===== config.mk =====
export PLATFORM = sky130hd
export DESIGN_NAME = mbr_host_rd_if
export DESIGN_NICKNAME = d
export VERILOG_FILES = /design/src/rtl/mbr_pkg.sv /design/src/rtl/mbr_sync.sv /design/src/rtl/mbr_addr_latch.sv /design/src/rtl/mbr_read_path.sv /design/src/rtl/mbr_host_rd_if.sv
export SDC_FILE = /design/constraint.sdc
export NUM_CORES = 1
export LEC_CHECK = 0
export BUFFER_PORTS_ARGS = -buffer_cell sky130_fd_sc_hd__buf_2
export CORE_UTILIZATION = 52
export CTS_CLUSTER_DIAMETER = 30
export CTS_CLUSTER_SIZE = 12
export DETAILED_ROUTE_END_ITERATION = 7
export GPL_TIMING_DRIVEN = 0
export PLACE_DENSITY = 0.76
export SLEW_MARGIN = 20
export SYNTH_ARGS = -nofsm -noshare
export SYNTH_HDL_FRONTEND = slang
export SYNTH_SLANG_ARGS = --single-unit

===== constraint.sdc =====
create_clock -name clk -period 1.6 [get_ports clk]
set_input_delay 0.32 -clock clk [delete_from_list [all_inputs] [get_ports clk]]
set_output_delay 0.32 -clock clk [all_outputs]
set_load 0.05 [all_outputs]

===== src/rtl/mbr_pkg.sv =====
package mbr_pkg;

  localparam int BE_W = 4;

  typedef struct packed {
    logic            ale;
    logic            rd_n;
    logic            cs_n;
    logic            wr_n;
    logic [BE_W-1:0] be_n;
  } ctl_t;

  localparam ctl_t CTL_IDLE = '{ale: 1'b0, rd_n: 1'b1, cs_n: 1'b1,
                                wr_n: 1'b1, be_n: {BE_W{1'b1}}};

  // combined strobe: active when the OR of the two lows is low
  function automatic logic strobe_on(logic rd_n, logic cs_n);
    return ~(rd_n | cs_n);
  endfunction

  // upper lanes must be high; low lane enabled now or at latch time
  function automatic logic lanes_ok(logic [BE_W-1:0] be_n, logic be0_lat_n);
    return (&be_n[BE_W-1:1]) && (!be_n[0] || !be0_lat_n);
  endfunction

  function automatic logic reg_hit(logic [31:0] addr, int unsigned nregs);
    return addr < nregs;
  endfunction

endpackage


===== src/rtl/mbr_sync.sv =====
module mbr_sync #(
  parameter int             W      = 1,
  parameter int             STAGES = 2,
  parameter logic [W-1:0]   RST    = '0
) (
  input  logic         clk,
  input  logic         rst_n,
  input  logic [W-1:0] d,
  output logic [W-1:0] q
);

  logic [W-1:0] pipe [STAGES];

  for (genvar i = 0; i < STAGES; i++) begin : g_stage
    if (i == 0) begin : g_first
      always_ff @(posedge clk or negedge rst_n) begin
        if (!rst_n) pipe[i] <= RST;
        else        pipe[i] <= d;
      end
    end else begin : g_next
      always_ff @(posedge clk or negedge rst_n) begin
        if (!rst_n) pipe[i] <= RST;
        else        pipe[i] <= pipe[i-1];
      end
    end
  end

  assign q = pipe[STAGES-1];

endmodule


===== src/rtl/mbr_addr_latch.sv =====
module mbr_addr_latch #(
  parameter int ADDR_W = 8
) (
  input  logic              clk,
  input  logic              rst_n,
  input  logic              s_ale,
  input  logic [ADDR_W-1:0] s_ad,
  input  logic              s_be0_n,
  output logic              ale_fall,
  output logic [ADDR_W-1:0] addr_nxt,
  output logic [ADDR_W-1:0] addr_q,
  output logic              be0_nxt
);

  logic              ale_d;
  logic [ADDR_W-1:0] ad_d;
  logic              be0_d;
  logic              be0_q;

  // ad_d / be0_d hold the values seen while the strobe was still high
  assign ale_fall = ale_d & ~s_ale;
  assign addr_nxt = ale_fall ? ad_d  : addr_q;
  assign be0_nxt  = ale_fall ? be0_d : be0_q;

  always_ff @(posedge clk or negedge rst_n) begin
    if (!rst_n) begin
      ale_d  <= 1'b0;
      ad_d   <= '0;
      be0_d  <= 1'b1;
      addr_q <= '0;
      be0_q  <= 1'b1;
    end else begin
      ale_d  <= s_ale;
      ad_d   <= s_ad;
      be0_d  <= s_be0_n;
      addr_q <= addr_nxt;
      be0_q  <= be0_nxt;
    end
  end

endmodule


===== src/rtl/mbr_read_path.sv =====
module mbr_read_path
  import mbr_pkg::*;
#(
  parameter int ADDR_W   = 8,
  parameter int NUM_REGS = 16
) (
  input  logic              clk,
  input  logic              rst_n,
  input  logic              acc_on,
  input  logic              drive_ok,
  input  logic [ADDR_W-1:0] addr_nxt,
  input  logic [7:0]        rf_rdata,
  output logic [7:0]        dout,
  output logic              doe
);

  logic acc_d;
  logic acc_start;
  logic hit;

  assign acc_start = acc_on & ~acc_d;
  assign hit       = reg_hit(32'(addr_nxt), NUM_REGS);

  always_ff @(posedge clk or negedge rst_n) begin
    if (!rst_n) begin
      acc_d <= 1'b0;
      dout  <= 8'h00;
      doe   <= 1'b0;
    end else begin
      acc_d <= acc_on;
      if (acc_start) dout <= hit ? rf_rdata : 8'h00;
      doe   <= acc_on & drive_ok;
    end
  end

endmodule


===== src/rtl/mbr_host_rd_if.sv =====
module mbr_host_rd_if
  import mbr_pkg::*;
#(
  parameter int ADDR_W      = 8,
  parameter int NUM_REGS    = 16,
  parameter int SYNC_STAGES = 2,
  localparam int RF_AW      = (NUM_REGS > 1) ? $clog2(NUM_REGS) : 1
) (
  input  logic              clk,
  input  logic              rst_n,
  input  logic [ADDR_W-1:0] bus_ad_i,
  input  logic              bus_ale_i,
  input  logic              bus_rd_n_i,
  input  logic              bus_cs_n_i,
  input  logic              bus_wr_n_i,
  input  logic [BE_W-1:0]   bus_be_n_i,
  output logic [7:0]        bus_dout_o,
  output logic              bus_doe_o,
  output logic [RF_AW-1:0]  rf_addr_o,
  input  logic [7:0]        rf_rdata_i
);

  localparam int              SYNC_W   = $bits(ctl_t) + ADDR_W;
  localparam logic [SYNC_W-1:0] SYNC_RST = {CTL_IDLE, {ADDR_W{1'b0}}};

  logic [SYNC_W-1:0] raw_bus;
  logic [SYNC_W-1:0] s_bus;
  ctl_t              s_ctl;
  logic [ADDR_W-1:0] s_ad;

  // named internal events, also observed by the checker
  logic              acc_on;
  logic              lane_ok;
  logic              wr_ok;
  logic              drive_ok;
  logic              ale_fall;
  logic [ADDR_W-1:0] addr_q;
  logic [ADDR_W-1:0] addr_nxt;
  logic              be0_nxt;

  assign raw_bus = {bus_ale_i, bus_rd_n_i, bus_cs_n_i, bus_wr_n_i,
                    bus_be_n_i, bus_ad_i};

  mbr_sync #(.W(SYNC_W), .STAGES(SYNC_STAGES), .RST(SYNC_RST)) u_sync (
    .clk   (clk),
    .rst_n (rst_n),
    .d     (raw_bus),
    .q     (s_bus)
  );

  assign {s_ctl, s_ad} = s_bus;

  mbr_addr_latch #(.ADDR_W(ADDR_W)) u_latch (
    .clk      (clk),
    .rst_n    (rst_n),
    .s_ale    (s_ctl.ale),
    .s_ad     (s_ad),
    .s_be0_n  (s_ctl.be_n[0]),
    .ale_fall (ale_fall),
    .addr_nxt (addr_nxt),
    .addr_q   (addr_q),
    .be0_nxt  (be0_nxt)
  );

  assign acc_on   = strobe_on(s_ctl.rd_n, s_ctl.cs_n);
  assign lane_ok  = lanes_ok(s_ctl.be_n, be0_nxt);
  assign wr_ok    = s_ctl.wr_n;
  assign drive_ok = lane_ok & wr_ok;

  assign rf_addr_o = addr_nxt[RF_AW-1:0];

  mbr_read_path #(.ADDR_W(ADDR_W), .NUM_REGS(NUM_REGS)) u_rd (
    .clk      (clk),
    .rst_n    (rst_n),
    .acc_on   (acc_on),
    .drive_ok (drive_ok),
    .addr_nxt (addr_nxt),
    .rf_rdata (rf_rdata_i),
    .dout     (bus_dout_o),
    .doe      (bus_doe_o)
  );

endmodule


==> summary.md <==
| Metric | Value |
|---|---|
| Vias post-DR | `1,043` |
| CP Data Arrival Time | `1.55 ns` |
| Clk sinks | `61` |
| Minimum setup slack in the final design | `-0.274 ns` |
| Max-cap violations | `0` |
| Top cells by count, synth | `dfrtp_1 (45), dfstp_2 (16), nand2_1 (16), mux2_2 (8), o21ai_0 (8)` |
| Width of the chip | `62.2 µm` |
| Pin count of the biggest net entering global routing | `62` |
| Worst hold path cell count | `1` |
| Via count normalized by instance count | `4.66` |
| WL per Instance | `12.8 µm` |
| Headroom to the max-slew limit | `53.2%` |
| Part of the Yosys area used for sequential elements | `82.2%` |
| Slowest stage delay, CP | `0.40 ns` |
| Post-Synthesis Cells | `109` |
| Top fanout value on the critical path | `5` |
| Startpoint of the lowest-slack hold path | `bus_ale_i` |
| Area leader, netlist | `dfrtp_1` |
| Start of the worst register-to-register path | `u_sync.q[15]` |
| Final instance area | `2480 µm²` |
| Initial antenna violation count | `0` |
| Total number of placement rows | `21` |
| Post-Route Utilization | `73.3%` |
| Vias in the first global route | `1,054` |
| Violations in the final reports | `setup timing` |
| Net total in the final layout | `199` |
| Combined area of all synthesized cells | `1880 µm²` |
| CTS Buf Count | `9` |
| Wire length after detailed routing | `2860 µm` |
| TritonCTS clock tree | `done` |
| End point of the most critical hold path | `u_sync.pipe[31]` |
| Area share of the leading cell type in the synthesized netlist | `59.8%` |
| Worst EP required | `1.28 ns` |
| Height of the die | `62.2 µm` |
| Top-level port count | `39` |
| Worst R2R End | `u_rd.doe` |
| Worst Setup Path Type | `flop to primary output` |
| Flip-flop and latch count after synthesis | `61` |
| Internal | `2.40 mW` |
| Layout fillers | `215` |
| Area of the die | `3860 µm²` |
| Starting DRT DRC Count | `55` |
| Run status | `finished, violations left` |
| Layout area overhead | `32.0%` |
| Final Hold Fails | `0` |
| Post-route minimum period | `1.87 ns` |
| H-tree level count | `3` |
| Prevailing post-synth register cell | `dfrtp_1` |
| Number of flops mapped to enable cells by yosys | `0` |
| Final period util | `117%` |
| Layout Skew | `0.00632 ns` |
| Diodes inserted | `0` |
| Hold slack | `0.0371 ns` |
| Power per standard cell area | `1260 nW/µm²` |
| Final setup TNS | `-0.884 ns` |
| Slowest stage cell, crit path | `dfrtp_1` |
| Clock Power Share | `33.5%` |
| Cell leakage power | `1.16 nW` |
| Ranking of synthesized cells by area | `dfrtp_1 (60%), dfstp_2 (22%), mux2_2 (4.8%), nand2_1 (3.2%), o21ai_0 (2.1%)` |
| Number of cells on the worst reg-to-reg path | `4` |
| Placeable core region | `3390 µm²` |
| Number of port buffers | `38` |
| Ordered cell list for the critical path | `nand2b_4 -> mux2_4 -> buf_6 -> buf_8` |
| Clock Path Buffers | `2` |
| GRT Total Usage | `17.2%` |
| Transition at the pin with the smallest max-transition slack | `0.702 ns` |
| Power spent charging and discharging nets | `727 µW` |
| Worst-path clk slew | `0.08 ns` |
| Launching element type of the critical path | `flop` |
| Synthesized Nets | `135` |
| 1st-pass router iterations | `4` |
| Share of synthesized flip-flops with an asynchronous set or reset | `100%` |
| Hold/Removal Path Class | `input port to flop` |
| Number of nets with antenna violations after detailed routing | `0` |
| Clock latency of the later-clocked register in the worst-skew pair | `0.39 ns` |
| Global route overflow | `0` |
| Final weighted congestion in routability-driven placement | `0.748` |
| Total setup violations reported at the end of the flow | `4` |
| Number of distinct library cell variants in the gate-level netlist after synthesis | `17` |
| Final number of max-transition violations | `0` |
| Share of total power consumed by net switching | `23.2%` |
| Starting density of the core | `55.5%` |
| Critical Path Sink Type | `primary output` |
| Flop pwr share | `54.4%` |
| Achievable frequency | `534 MHz` |
| Global-route wire length before repair | `4660 µm` |
| Root buffer selected by CTS | `clkbuf_4` |
| Synth warnings | `0` |
| Reg-to-reg slack, setup | `0.07 ns` |
| Fraction of final layout cells with drive strength greater than 1 | `48.3%` |
| Area after detailed placement | `2130 µm²` |
| DPL Wire Length | `1670 µm` |
| Synthesized area per cell | `17.3 µm²` |
| Largest voltage drop on the vdd net | `0.000786 V` |
| Most numerous cell in the Yosys netlist | `dfrtp_1` |
| Setup repair after global routing missed its margin | `yes` |
| Comb power frac | `12.1%` |
| Detailed-route DRC error count | `0` |
| Dpl ws | `-0.0315 ns` |
metal layers:
| layer | routed length [µm] | GRT usage, % |
|---|---|---|
| met5 | 0 | 0 |
| met4 | 116 | 14.0 |
| met3 | 96 | 7.35 |
| met2 | 1530 | 26.0 |
| met1 | 1120 | 19.0 |
cells in the final DEF (no fill, tap or decap), types with 2 or more instances in the layout:
cell type,instances
buf_2,33
o21ai_0,8
clkbuf_4,9
mux2_2,4
dfstp_2,16
buf_8,4
buf_4,6
nor4_1,2
dlygate4sd3_1,13
mux2_4,5
nand2_1,16
dfrtp_1,45
clkbuf_8,2
buf_6,2
clkbuf_1,4
per-stage QoR:
stage | cells | power [mW]
2_1_floorplan | 109 | 1.91
3_3_place_gp | 193 | 2.00
3_5_place_dp | 193 | 2.02
4_1_cts | 210 | 3.13
5_1_grt | 224 | 3.29
6_report | 224 | 3.13
power groups by stage:
stage                     combinational [mW]  sequential, mW  clock [mW]
after floorplan                        0.150            1.76           0
after global placement                 0.280            1.72           0
after detailed placement               0.291            1.73           0
after CTS                              0.347            1.70        1.08
after global routing                   0.403            1.71        1.17
final                                  0.378            1.70        1.05
worst max-delay path, delay by kind of cell (launching register included):
| family | cells | cell delay (ns) |
|---|---|---|
| DFF | 1 | 0.40 |
| and+or+nand+nor | 1 | 0.19 |
| buffers and inverters | 2 | 0.26 |
| muxes | 1 | 0.32 |
state kept, by name (all words and copies together), names as in the netlist:
signal and count:
u_sync.q 16, u_rd.doe 1, u_latch.be0_d 1, u_rd.dout 8, u_latch.ale_d 1, u_latch.be0_q 1
u_sync.pipe 16, u_latch.addr_q 8, u_rd.acc_d 1, u_latch.ad_d 8
cell families after synthesis:
| family | share of synthesized area [%] |
|---|---|
| compound gates | 3.59 |
| buf+inv | 2.39 |
| flops | 82.2 |
| mux | 6.12 |
| simple gates | 5.72 |
layout make-up:
cell class / count / area [µm²] / share of cell area [%]
Tap cell: 46 / 57.6 / 2.32
Sequential cell: 61 / 1550 / 62.2
Multi-Input combinational cell: 42 / 314 / 12.6
Buffer: 3 / 26.3 / 1.06
Clock inverter: 1 / 30.0 / 1.21
Timing Repair Buffer: 56 / 400 / 16.1
Clock buffer: 15 / 110 / 4.43
worst max path at each step:
stage	from	to	slack [ns]	cells after the start
detailed placement	u_sync.q[15]	rf_addr_o[2]	-0.03	5
global route	u_sync.q[15]	rf_addr_o[2]	-0.35	4
CTS	u_sync.q[15]	rf_addr_o[2]	-0.30	4
finish	u_sync.q[15]	rf_addr_o[2]	-0.27	4
floorplan	u_latch.ale_d	rf_addr_o[0]	0.19	4
global placement	u_latch.ale_d	rf_addr_o[2]	0.02	5
repair_timing:
item,in CTS,in global routing
setup buffers,3,2
endpoints found under the setup margin,4,13
endpoints found under the hold margin,45,12
hold buffers,1,12
gates resized for setup,18,2
No activity file was read; power rests on OpenSTA's default activity.
